<file path="config.mk">
export PLATFORM = sky130hd
export DESIGN_NAME = serial_cfg_loader
export DESIGN_NICKNAME = d
export VERILOG_FILES = /design/src/rtl/cfg_loader_pkg.sv /design/src/rtl/cfg_sync_chain.sv /design/src/rtl/cfg_serial_deframer.sv /design/src/rtl/cfg_word_router.sv /design/src/rtl/serial_cfg_loader.sv
export SDC_FILE = /design/constraint.sdc
export NUM_CORES = 1
export LEC_CHECK = 0
export BUFFER_PORTS_ARGS = -buffer_cell sky130_fd_sc_hd__buf_2
export CAP_MARGIN = 20
export CORE_ASPECT_RATIO = 0.7
export CORE_UTILIZATION = 35
export DETAILED_ROUTE_END_ITERATION = 12
export GPL_ROUTABILITY_DRIVEN = 0
export SYNTH_ARGS = -nofsm -noshare
export SYNTH_HDL_FRONTEND = slang
export SYNTH_SLANG_ARGS = --single-unit
export TNS_END_PERCENT = 50
</file>
<file path="constraint.sdc">
create_clock -name clk -period 1.9 [get_ports clk]
set_input_delay 0.19 -clock clk [delete_from_list [all_inputs] [get_ports clk]]
set_output_delay 0.19 -clock clk [all_outputs]
set_load 0.01 [all_outputs]
</file>
<file path="src/rtl/cfg_loader_pkg.sv">
// Package: shared constants and types for the serial configuration loader.
// Assumes 16-bit words with a 2-bit routing tag in the top bits.
package cfg_loader_pkg;
    localparam int WORD_W = 16;
    localparam int TAG_W  = 2;
    localparam int PAY_W  = WORD_W - TAG_W;
    localparam int NUM_DEST = 3;

    // Mask of control fields that are stored; reserved bits 9, 4, 2, 0 are zero.
    localparam logic [PAY_W-1:0] CTRL_KEEP = 14'h3DEA;

    typedef enum logic [TAG_W-1:0] {
        TAG_CTRL  = 2'b00,
        TAG_FREQ0 = 2'b01,
        TAG_FREQ1 = 2'b10,
        TAG_PHASE = 2'b11
    } route_tag_e;

    // Returns the tag field of a complete word.
    function automatic route_tag_e word_tag(input logic [WORD_W-1:0] w);
        return route_tag_e'(w[WORD_W-1 -: TAG_W]);
    endfunction

    // Returns the payload field of a complete word.
    function automatic logic [PAY_W-1:0] word_payload(input logic [WORD_W-1:0] w);
        return w[PAY_W-1:0];
    endfunction
endpackage

</file>
<file path="src/rtl/cfg_sync_chain.sv">
// Module: multi-bit synchronizer chain, one flop chain per bit.
// Assumes each bit is an independent slow level; no bus coherency is implied.
module cfg_sync_chain #(
    parameter int              W       = 3,
    parameter int              STAGES  = 2,
    parameter logic [W-1:0]    RST_VAL = '0
) (
    input  logic         clk,
    input  logic         rst_n,
    input  logic [W-1:0] async_in,
    output logic [W-1:0] sync_out
);
    logic [W-1:0] stage_q [STAGES];

    for (genvar g = 0; g < STAGES; g++) begin : g_stage
        if (g == 0) begin : g_first
            // Capture the asynchronous inputs into the first stage.
            always_ff @(posedge clk) begin
                if (!rst_n) stage_q[g] <= RST_VAL;
                else        stage_q[g] <= async_in;
            end
        end else begin : g_next
            // Pass the value one stage further down the chain.
            always_ff @(posedge clk) begin
                if (!rst_n) stage_q[g] <= RST_VAL;
                else        stage_q[g] <= stage_q[g-1];
            end
        end
    end

    assign sync_out = stage_q[STAGES-1];
endmodule

</file>
<file path="src/rtl/cfg_serial_deframer.sv">
// Module: detects falling serial clock edges inside a frame, shifts bits in
// MSB first and emits each complete word with a one-cycle valid pulse.
// Assumes synchronized inputs and a serial clock at most clk/4.
module cfg_serial_deframer #(
    parameter int WORD_W = cfg_loader_pkg::WORD_W
) (
    input  logic              clk,
    input  logic              rst_n,
    input  logic              frame_s,
    input  logic              sck_s,
    input  logic              sdi_s,
    output logic              word_vld,
    output logic [WORD_W-1:0] word_q
);
    localparam int              CNT_W    = $clog2(WORD_W);
    localparam logic [CNT_W-1:0] LAST_BIT = CNT_W'(WORD_W - 1);

    logic              sck_prev;
    logic              sck_fall;
    logic [CNT_W-1:0]  bit_cnt;
    logic [WORD_W-1:0] shreg;
    logic [WORD_W-1:0] next_word;

    assign sck_fall  = sck_prev & ~sck_s;
    assign next_word = {shreg[WORD_W-2:0], sdi_s};

    // Remember the previous serial clock level for edge detection.
    always_ff @(posedge clk) begin
        if (!rst_n) sck_prev <= 1'b1;
        else        sck_prev <= sck_s;
    end

    // Shift bits and count them; a high frame enable restarts the word.
    always_ff @(posedge clk) begin
        if (!rst_n) begin
            bit_cnt <= '0;
            shreg   <= '0;
        end else if (frame_s) begin
            bit_cnt <= '0;
        end else if (sck_fall) begin
            shreg   <= next_word;
            bit_cnt <= (bit_cnt == LAST_BIT) ? '0 : bit_cnt + 1'b1;
        end
    end

    // Publish a finished word with a one-cycle valid pulse.
    always_ff @(posedge clk) begin
        if (!rst_n) begin
            word_vld <= 1'b0;
            word_q   <= '0;
        end else begin
            word_vld <= !frame_s && sck_fall && (bit_cnt == LAST_BIT);
            if (!frame_s && sck_fall && (bit_cnt == LAST_BIT))
                word_q <= next_word;
        end
    end
endmodule

</file>
<file path="src/rtl/cfg_word_router.sv">
// Module: decodes the tag of each finished word. Control words load the
// masked control register; other tags raise one write strobe with payload.
// Assumes word_vld is a single-cycle pulse.
module cfg_word_router
    import cfg_loader_pkg::*;
#(
    parameter int W = WORD_W
) (
    input  logic                clk,
    input  logic                rst_n,
    input  logic                word_vld,
    input  logic [W-1:0]        word_q,
    output logic [PAY_W-1:0]    ctrl_q,
    output logic [PAY_W-1:0]    wr_data,
    output logic [NUM_DEST-1:0] dest_wr
);
    route_tag_e tag;
    assign tag = word_tag(word_q);

    // Load the control register from control-tagged words, reserved bits cleared.
    always_ff @(posedge clk) begin
        if (!rst_n)                             ctrl_q <= '0;
        else if (word_vld && tag == TAG_CTRL)   ctrl_q <= word_payload(word_q) & CTRL_KEEP;
    end

    // Raise the strobe matching a nonzero tag for one cycle.
    always_ff @(posedge clk) begin
        if (!rst_n) begin
            dest_wr <= '0;
        end else begin
            for (int i = 0; i < NUM_DEST; i++)
                dest_wr[i] <= word_vld && (tag == route_tag_e'(i + 1));
        end
    end

    // Hold the payload of the most recent data word.
    always_ff @(posedge clk) begin
        if (!rst_n)                           wr_data <= '0;
        else if (word_vld && tag != TAG_CTRL) wr_data <= word_payload(word_q);
    end
endmodule

</file>
<file path="src/rtl/serial_cfg_loader.sv">
// Module: top of the framed 16-bit serial register loader.
// Synchronizes the link, deframes words and routes them to control fields or
// write strobes. Assumes clk is at least four times the serial clock rate and
// that the serial clock is high when frame_n falls.
module serial_cfg_loader
    import cfg_loader_pkg::*;
#(
    parameter int SYNC_STAGES = 2
) (
    input  logic             clk,
    input  logic             rst_n,
    input  logic             frame_n,
    input  logic             sck,
    input  logic             sdi,
    output logic             cfg_wide_load,
    output logic             cfg_upper_half,
    output logic             cfg_freq_sel,
    output logic             cfg_phase_sel,
    output logic             cfg_core_clear,
    output logic             cfg_clk_stop,
    output logic             cfg_dac_off,
    output logic             cfg_bit_out,
    output logic             cfg_half_msb,
    output logic             cfg_tri_wave,
    output logic             freq0_wr,
    output logic             freq1_wr,
    output logic             phase_wr,
    output logic [PAY_W-1:0] wr_data
);
    logic [2:0]          link_s;
    logic                frame_s;
    logic                sck_s;
    logic                sdi_s;
    logic                word_vld;
    logic [WORD_W-1:0]   word_q;
    logic [PAY_W-1:0]    ctrl_q;
    logic [NUM_DEST-1:0] dest_wr;

    cfg_sync_chain #(
        .W       (3),
        .STAGES  (SYNC_STAGES),
        .RST_VAL (3'b110)
    ) u_sync (
        .clk      (clk),
        .rst_n    (rst_n),
        .async_in ({frame_n, sck, sdi}),
        .sync_out (link_s)
    );

    assign {frame_s, sck_s, sdi_s} = link_s;

    cfg_serial_deframer #(
        .WORD_W (WORD_W)
    ) u_deframer (
        .clk      (clk),
        .rst_n    (rst_n),
        .frame_s  (frame_s),
        .sck_s    (sck_s),
        .sdi_s    (sdi_s),
        .word_vld (word_vld),
        .word_q   (word_q)
    );

    cfg_word_router #(
        .W (WORD_W)
    ) u_router (
        .clk      (clk),
        .rst_n    (rst_n),
        .word_vld (word_vld),
        .word_q   (word_q),
        .ctrl_q   (ctrl_q),
        .wr_data  (wr_data),
        .dest_wr  (dest_wr)
    );

    assign cfg_wide_load  = ctrl_q[13];
    assign cfg_upper_half = ctrl_q[12];
    assign cfg_freq_sel   = ctrl_q[11];
    assign cfg_phase_sel  = ctrl_q[10];
    assign cfg_core_clear = ctrl_q[8];
    assign cfg_clk_stop   = ctrl_q[7];
    assign cfg_dac_off    = ctrl_q[6];
    assign cfg_bit_out    = ctrl_q[5];
    assign cfg_half_msb   = ctrl_q[3];
    assign cfg_tri_wave   = ctrl_q[1];

    assign freq0_wr = dest_wr[0];
    assign freq1_wr = dest_wr[1];
    assign phase_wr = dest_wr[2];
endmodule

</file>
# ---- After elaboration in Yosys (flattened, before gate mapping)
# Memory sizes are Yosys's and may differ from the RTL's.
# Index checks and enable logic that the tools add are counted.
dict set report classes {
  n_eq_ne 4
  order_cmp 0
  n_reduce_logical 12
  muxes 5
  n_addsub 1
  n_mul 0
  n_shift 0
  n_bitwise 6
  div 0
}
# op count
set ops {}
lappend ops {{1-bit logical AND} 7}
lappend ops {{3-bit two-way mux} 2}
lappend ops {{4-bit by 1-bit adder with 4-bit output, second input constant} 1}
lappend ops {{2-bit == test, second input constant} 2}
lappend ops {{4-bit == test, second input constant} 1}
lappend ops {{4-bit two-way mux} 1}
lappend ops {{1-bit inverter} 3}
lappend ops {{2-bit by 1-bit == test with 1-bit output, second input constant} 1}
lappend ops {{2-bit logical NOT} 1}
lappend ops {{1-bit two-way mux} 2}
lappend ops {{1-bit bitwise OR} 2}
lappend ops {{2-bit AND reduction} 1}
lappend ops {{2-bit nonzero test} 1}
lappend ops {{2-bit OR reduction} 1}
lappend ops {{1-bit AND} 1}
lappend ops {{1-bit logical NOT} 1}
dict set report totals {
  latchBits 0
  inputBits 5
  register_bits 64
  mem_bits_ro 0
  output_inout_bits 27
  ram_bits 6
  word_cells 37
  n_memories 1
}
# memory words width read_ports rd_ports_with_merged_regs write_ports line
set memory_table {}
lappend memory_table {u_sync.stage_q 2 3 2 0 2 cfg_sync_chain.sv:13} ;# logic [W-1:0] stage_q [STAGES];

# ---- Logic depth before layout (Yosys ltp)
# Gate-level depths: netlist of the first run.
# An unclocked memory read counts as a cell.
dict set report depth {
  ltp_word 5
  mapped_depth 5
  depth_no_buf 4
}

# ---- Cells and area by module
# A second synthesis of the first run with hierarchy kept.
dict set report hier_totals {
  hier_cells 282
  area_unflattened_um2 2690.1
}
# mod cells_each area_each_um2 seq_area_each_um2 instances
set by_module_without_submodules {}
lappend by_module_without_submodules {cfg_serial_deframer 162 1470.2 740.7 1}
lappend by_module_without_submodules {cfg_word_router 108 1062.3 540.5 1}
lappend by_module_without_submodules {cfg_sync_chain 12 157.7 120.1 1}

# ---- Worst setup path after synthesis of the first run
# No wires, ideal clock.
dict set report synth_path {
  path_type {reg-to-reg}
  from {reg u_deframer.sck_prev}
  to {reg u_deframer.word_q[10]}
  slack_ns 0.493
  t_required_ns 1.828
  setup_ns 0.072
  synth_period_minus_slack_ns 1.407
  path_stages_with_launch 6
  t_arrival_ns 1.336
  n_path_buf 2
  cell_sequence {dfxtp_1 -> or3b_1 -> buf_6 -> nor2_8 -> buf_12 -> mux2i_1}
}
dict set report synth_between {
  elab_chain_cells 3
}
# item line
set synth_rtl {}
lappend synth_rtl {{from (decl)} cfg_serial_deframer.sv:18} ;# logic sck_prev;
lappend synth_rtl {{from (signal assigned)} cfg_serial_deframer.sv:30} ;# else sck_prev <= sck_s;
lappend synth_rtl {{1-bit AND} cfg_serial_deframer.sv:24} ;# assign sck_fall = sck_prev & ~sck_s;
lappend synth_rtl {{1-bit logical AND (2 in series)} cfg_serial_deframer.sv:53} ;# if (!frame_s && sck_fall && (bit_cnt == LAST_BIT))
lappend synth_rtl {{to (signal assigned)} cfg_serial_deframer.sv:54} ;# word_q <= next_word;
lappend synth_rtl {{to (decl)} cfg_serial_deframer.sv:13} ;# output logic [WORD_W-1:0] word_q
# Every way passes these cells.
# A chain may end at the register's enable or synchronous reset.

# ---- Worst setup path in the final report of the first run
dict set report layout_path {
  from {reg u_deframer.sck_prev}
  to {reg u_deframer.word_q[4]}
}
# Same word-level chain as after synthesis.

==> out/metrics.cfg, run 1 <==
[yosys]
synth_top_area_frac=0.5354
synth_seq_cells=70
syn_nets=286
synthTopCellsByArea=dfxtp_1 54%, nand2_1 13%, mux2i_1 10%
synthCells=280
netlist_area_um2=2618
avgSynthCellArea_um2=9.348
synth_top_area_cell=dfxtp_1
synth.distinct_cells=28
seq_area_frac_synth=0.5354
yosysWarnings=0

[floorplanning]
die_x_um=105.4
core_um2=6975
dieArea_um2=7834
num_rows=25
pin_count=32
start_util=0.3752
die_height_um=74.36

[routing]
postRouteWirelength_um=4725
vias=1839
drc=0
vias_per_cell=4.474
drt-pass1-iter-count=4
ant_nets=0
wl_per_cell_um=11.50
dr.first_iter.drc_count=55

[setup_path]
ff2ff_setup_slack_ns=0.37
critPathRequiredTime_ns=2.16
startpoint_type=flop
end_kind=flop
reg2reg_to=u_deframer.word_q[4]
reg2regPathDepth=3
cp.arrival_ns=1.79
cp_top_family=simple AND/OR/NAND/NOR gates
rr_startpoint=u_deframer.sck_prev
path_cells=or3b_1 > nor2_8 > mux2i_1
critPathMaxFanout=16
critPathBufInv=0
crit_type=flop to flop
slowest_delay_ns=0.46
crit_slowest_cell=or3b_1

[sta]
finalCritPeriodShare=0.8046
finalSetupViolations=0
skew_ns=0.004297
hold_violations=0
fmax_ghz=0.6541
setup_ws_ns=0.3712
drv_slew=0
max_slew_margin=0.6448
fin_crit_ns=1.529
rsz0062_at_grt=no
fin_setup_tns_ns=0
worstMarginPinSlew_ns=0.5327

[pwr]
seqPwrFrac=0.521
p_int_uw=2264
combinationalPowerShare=0.018
total_power_uw=2834
pwr-share-clk=0.461
p_switching_uw=569.7
swShare=0.2010
peakVddDrop_v=0.0004569
p_per_area_nw_per_um2=920.7
p_leak_uw=0.001112

[layout]
fin_util=0.4413
nets=318
syn2layout_area_growth_pct=17.59
antenna_cells=0
fin_area_um2=3078
layout-drive-gt1-share=0.1767

[clock_network]
root_buffer=clkbuf_8
hold_buffers=0
h-tree-depth=3
numCtsBuffers=9
post-cts-setup-buffer-count=0
cts_tree=done
clkTransAtPathRegs_ns=0.07
cts_buffer_depth=2
cts_resized=0
clkLatencyLatePin_ns=0.33
cts_num_sinks=70

[status]
status=completed

[grt]
grtUsageTotal=0.1336
grt_pass1_vias=1761
gr-total-overflow=0
grt_max_degree=51
antenna_found_initial=0
grt_pass1_wl_um=8066

[hold_path]
holdPathStages=2
min_from=sck
hold_path_class=primary input to flop
holdPathEnd=u_sync.stage_q[0][1]

[run]
max_cap_violations=0

[placed_design]
place_ws_ns=0.3717
port_buffers=31
placed_area_um2=2855
post-dp-hpwl_um=3068

[through the flow]
| step | hold slack, ns | std cells |
|---|---|---|
| 2_1_floorplan | 0.2915 | 280 |
| 3_3_place_gp | 0.3693 | 395 |
| 3_5_place_dp | 0.3725 | 395 |
| 4_1_cts | 0.01852 | 411 |
| 5_1_grt | 0.02118 | 411 |
| 6_report | 0.03202 | 411 |
[how the worst max path moves through the flow]
stage / slack [ns] / end / from / cells past startpoint
global placement: 0.44 / u_deframer.word_q[12] / u_deframer.sck_prev / 3
detailed placement: 0.37 / u_deframer.word_q[4] / u_deframer.sck_prev / 3
finish: 0.37 / u_deframer.word_q[4] / u_deframer.sck_prev / 3
floorplan: 0.49 / u_deframer.word_q[10] / u_deframer.sck_prev / 5
global route: 0.27 / u_deframer.word_q[12] / u_deframer.bit_cnt[0] / 4
CTS: 0.34 / u_deframer.word_q[4] / u_deframer.sck_prev / 3
[layout by cell type, fill, tap and decap left out, types with 2 or more instances in the layout]
cell	netlist	layout
a21oi_1	3	3
clkinvlp_4	0	2
a21boi_0	25	25
nor3b_2	1	2
a21boi_1	4	4
nand3b_1	2	2
nor3_1	2	2
nor2b_1	10	10
buf_2	1	31
nand3_1	2	2
clkbuf_8	0	10
bufinv_16	0	2
and2_1	2	2
nor2_1	4	4
buf_4	0	6
dfxtp_1	70	70
or3b_1	2	2
mux2i_1	27	27
nand2b_1	7	7
clkinv_2	0	2
nand2_1	94	94
[power groups by stage]
stage	Combinational, uW	Clock, uW	Sequential (uW)
after floorplan	39.3	0	1510
after global placement	50.3	0	1510
after detailed placement	50.6	0	1510
after CTS	50.5	1350	1480
after global routing	55.1	1410	1480
final	49.9	1310	1480
[area by class of cell]
type / instances / area [um2]
clock buffers: 10 / 137.6
well taps: 94 / 117.6
flip-flops and latches: 70 / 1401
fillers: 688 / 3897
inverters: 1 / 3.754
clock inverters: 6 / 85.08
multi-input cells: 193 / 1132
repair buffers: 37 / 200.2
[registers in the layout, summed over array words and instances (netlist names)]
signal / count
u_router.dest_wr: 3
u_sync.stage_q: 6
u_deframer.word_q: 16
u_deframer.word_vld: 1
u_deframer.sck_prev: 1
u_router.ctrl_q: 10
u_deframer.shreg: 15
u_deframer.bit_cnt: 4
u_router.wr_data: 14
[Yosys cell counts]
cell      count
a21boi_0     25
a21boi_1      4
a21oi_1       3
and2_1        2
buf_12        1
buf_2         1
buf_6         1
clkbuf_1     13
dfxtp_1      70
ha_1          1
inv_1         1
mux2i_1      27
nand2_1      94
nand2b_1      7
nand3_1       2
nand3b_1      2
nor2_1        4
nor2_8        1
nor2b_1      10
nor3_1        2
nor3b_1       1
nor3b_2       1
o21a_1        1
o21ai_0       1
o21ai_1       1
or3_1         1
or3b_1        2
xor2_1        1
[kinds of logic (layout without fill, tap and decap cells)]
logic type | Yosys count | in the layout | synth area share
and+or+nand+nor | 129 | 129 | 0.2237
buffers and inverters | 17 | 54 | 0.03394
adders and majority gates | 1 | 1 | 0.004779
AOI/OAI and AO/OA | 35 | 35 | 0.09560
DFF | 70 | 70 | 0.5354
muxes | 27 | 27 | 0.1033
xor gates and xnor gates | 1 | 1 | 0.003347
[worst register-to-register path, stage by stage, from the launching register on]
cell     delay [ns]
dfxtp_1        0.39
or3b_1         0.46
nor2_8         0.37
mux2i_1        0.24
[routing by layer]
metal  vias to the layer above  share of wire  routed length, um  global-route usage
met3                         6          0.047                224             0.04733
met1                       820           0.54               2569              0.1744
met4                         0         0.0078                 37             0.05790
met2                        38           0.40               1893              0.2018
met5                         -              0                  0                   0
li1                        975              -                  -                   -
Note: power is estimated with default switching activity, not from simulation.
==> run 2, diff against run 1 <==
==> constraint.sdc (replaced) <==
create_clock -name clk -period 1.3 [get_ports clk]
set_input_delay 0.13 -clock clk [delete_from_list [all_inputs] [get_ports clk]]
set_output_delay 0.13 -clock clk [all_outputs]
set_load 0.01 [all_outputs]
==> run 2 against run 1 <==
Against the previous run:
- the run now ends with setup timing left
- via count grew 4.0%
- clock-buffer cell count up 3
- design area rose by 5.4%
- critical endpoint is now u_deframer.word_q[0]
- global-route usage rose by 0.63 points
- hold slack gained 0.031 ns
- clock skew rose by 0.0020 ns
- register-to-register slack worse by 0.38 ns
- utilization increased by 2.4 points
- maximum frequency is 17% higher
- combinational power is 95% higher
- die area stayed put
- sequential share of layout area down 2.3 points
==> out/metrics.cfg, run 2 (synthesis gave the netlist of run 1 again) <==
[status]
status=finished with violations
violations=setup timing

[floorplanning]
dieArea_um2=7834  ; unchanged
die_x_um=105.4  ; unchanged
core_um2=6975  ; unchanged
start_util=0.3752  ; unchanged
pin_count=32  ; unchanged
die_height_um=74.36  ; unchanged
num_rows=25  ; unchanged

[layout]
layout-drive-gt1-share=0.2078  ; +0.03118
final_cell_mix=94 x nand2_1, 69 x dfxtp_1, 31 x buf_2, 27 x mux2i_1, 25 x a21boi_0
antenna_cells=0  ; unchanged
fin_util=0.4649  ; +0.02368
largest_register=u_deframer.word_q
nets=333  ; +4.7%
largest_reg_flops=16  ; unchanged
seqCellArea_um2=1403  ; about the same
fin_area_um2=3243  ; +5.4%
multiInputGateArea_um2=1150  ; +1.5%
nFillCells=689  ; +0.15%
syn2layout_area_growth_pct=23.90
reg_top3=u_deframer.word_q x16, u_deframer.shreg x15, u_router.wr_data x14
final_common_cell=nand2_1

[pwr]
peakVddDrop_v=0.0004930  ; +7.9%
combinationalPowerShare=0.026  ; +0.008
swShare=0.2187  ; +0.01770
p_leak_uw=0.001176  ; +5.8%
p_int_uw=2947  ; +30%
p_per_area_nw_per_um2=1163  ; +26%
seqPwrFrac=0.572  ; +0.051
pwr-share-clk=0.402  ; -0.059
p_switching_uw=825.1  ; +45%

[clock_network]
numCtsBuffers=9  ; unchanged
post-cts-setup-buffer-count=0  ; unchanged
cts_buffer_depth=2  ; unchanged
clkTransAtPathRegs_ns=0.07  ; about the same
root_buffer=clkbuf_8
h-tree-depth=3  ; unchanged
cts_num_sinks=70  ; unchanged
cts_tree=done
clkLatencyLatePin_ns=0.33  ; about the same

[routing]
ant_nets=0  ; unchanged
postRouteWirelength_um=4997  ; +5.8%
drt-pass1-iter-count=4  ; unchanged
wirelength_met1_um=2687  ; +4.6%
drc=0  ; unchanged
routed-wl-met3_um=237  ; +5.8%
met2_length_um=2028  ; +7.1%
wl_per_cell_um=11.73  ; +2.0%
vias_per_cell=4.488  ; +0.31%
vias=1912  ; +4.0%
maxUsedRoutingLayer=met4
dr.first_iter.drc_count=73  ; +33%

[setup_path]
crit_type=flop to flop
cp.arrival_ns=1.57  ; -0.22 ns
critPathMaxFanout=7  ; -9
startpoint_type=flop
end_kind=flop
critPathRequiredTime_ns=1.56  ; -0.60 ns

[grt]
grt_pass1_wl_um=8349  ; +3.5%
grt_max_degree=45  ; -12%
antenna_found_initial=0  ; unchanged
grt_pass1_vias=1819  ; +3.3%
gr-total-overflow=0  ; unchanged
grtUsageTotal=0.1399  ; +0.006347

[sta]
fin_crit_ns=1.309  ; -0.2198 ns
worstMarginPinSlew_ns=0.2213  ; -0.3114 ns
rsz0062_at_grt=yes
finalSetupViolations=1  ; +1
setup_ws_ns=-0.008973  ; -0.3802 ns
finalCritPeriodShare=1.007  ; +0.2023
drv_slew=0  ; unchanged
max_slew_margin=0.8522  ; +0.2074
fmax_ghz=0.7640  ; +17%
hold_violations=0  ; unchanged
whs_ns=0.06288  ; +0.03086 ns
skew_ns=0.006320  ; +0.002023 ns

[placed_design]
port_buffers=31  ; unchanged
place_ws_ns=-0.04613  ; -0.4178 ns
placed_area_um2=3007  ; +5.3%
post-dp-hpwl_um=3259  ; +6.2%

[hold_path]
hold_path_class=primary input to flop

[run]
max_cap_violations=0  ; unchanged

## run 2: cell types whose count changed in the layout (fill, tap and decap cells not counted), moves of 2 or more
cell and delta:
buf_12 +5, dlygate4sd3_1 +3, buf_4 +6, bufinv_16 -2
clkbuf_1 +3
## run 2: area by class of cell
| class | instances | share of cell area |
|---|---|---|
| sequential | 70 | 0.4325 |
| multi-input combinational | 193 | 0.3546 |
| timing repair buffer | 52 | 0.1235 |
| clock buffer | 13 | 0.04591 |
| tap | 94 | 0.03627 |
| clock inverter | 3 | 0.006173 |
| inverter | 1 | 0.001157 |
## run 2: timing repair
action / CTS / global route
hold buffers: 3 / 0
pin swaps: 0 / 0
hold endpoints to repair: 3 / 0
endpoints found under the setup margin: 20 / 17
resized for setup: 1 / 2
cloned: 0 / 1
## run 2: final timing paths
check	start	to	slack, ns	depth (start not counted)
setup / recovery	u_sync.stage_q[1][2]	u_deframer.word_q[0]	-0.009	4
setup reg to reg	u_sync.stage_q[1][2]	u_deframer.word_q[0]	-0.009	4
hold reg to reg	u_sync.stage_q[0][1]	u_sync.stage_q[1][1]	0.41	1
hold / removal	rst_n	u_sync.stage_q[0][1]	0.06	2
## run 2: worst max-delay path: stages (launching register included)
cell and delay (ns):
dfxtp_1 0.31, or3b_4 0.43, nor2_8 0.14, clkbuf_16 0.18
mux2i_1 0.18
## run 2: metrics by stage
step	total power [uW]	TNS, ns	cells
final	3772	-0.008973	426
after global routing	3909	-0.6406	426
after CTS	3832	-0.01669	425
after detailed placement	2297	-0.3909	406
after global placement	2296	-0.03336	406
after floorplan	2263	-0.5955	280
## run 2: routing by layer
| layer | up-vias | global-route usage |
|---|---|---|
| met4 | 0 | 0.04695 |
| met5 | - | 0 |
| met1 | 859 | 0.1776 |
| li1 | 1005 | - |
| met2 | 43 | 0.2193 |
| met3 | 5 | 0.05609 |
## run 2: power by group through the flow
| stage | combinational, uW | sequential [uW] | clock [uW] |
|---|---|---|---|
| floorplan | 57.4 | 2210 | 0 |
| global placement | 90.5 | 2210 | 0 |
| detailed placement | 91.0 | 2210 | 0 |
| CTS | 98.2 | 2160 | 1580 |
| global route | 106 | 2160 | 1650 |
| finish | 97.3 | 2160 | 1520 |
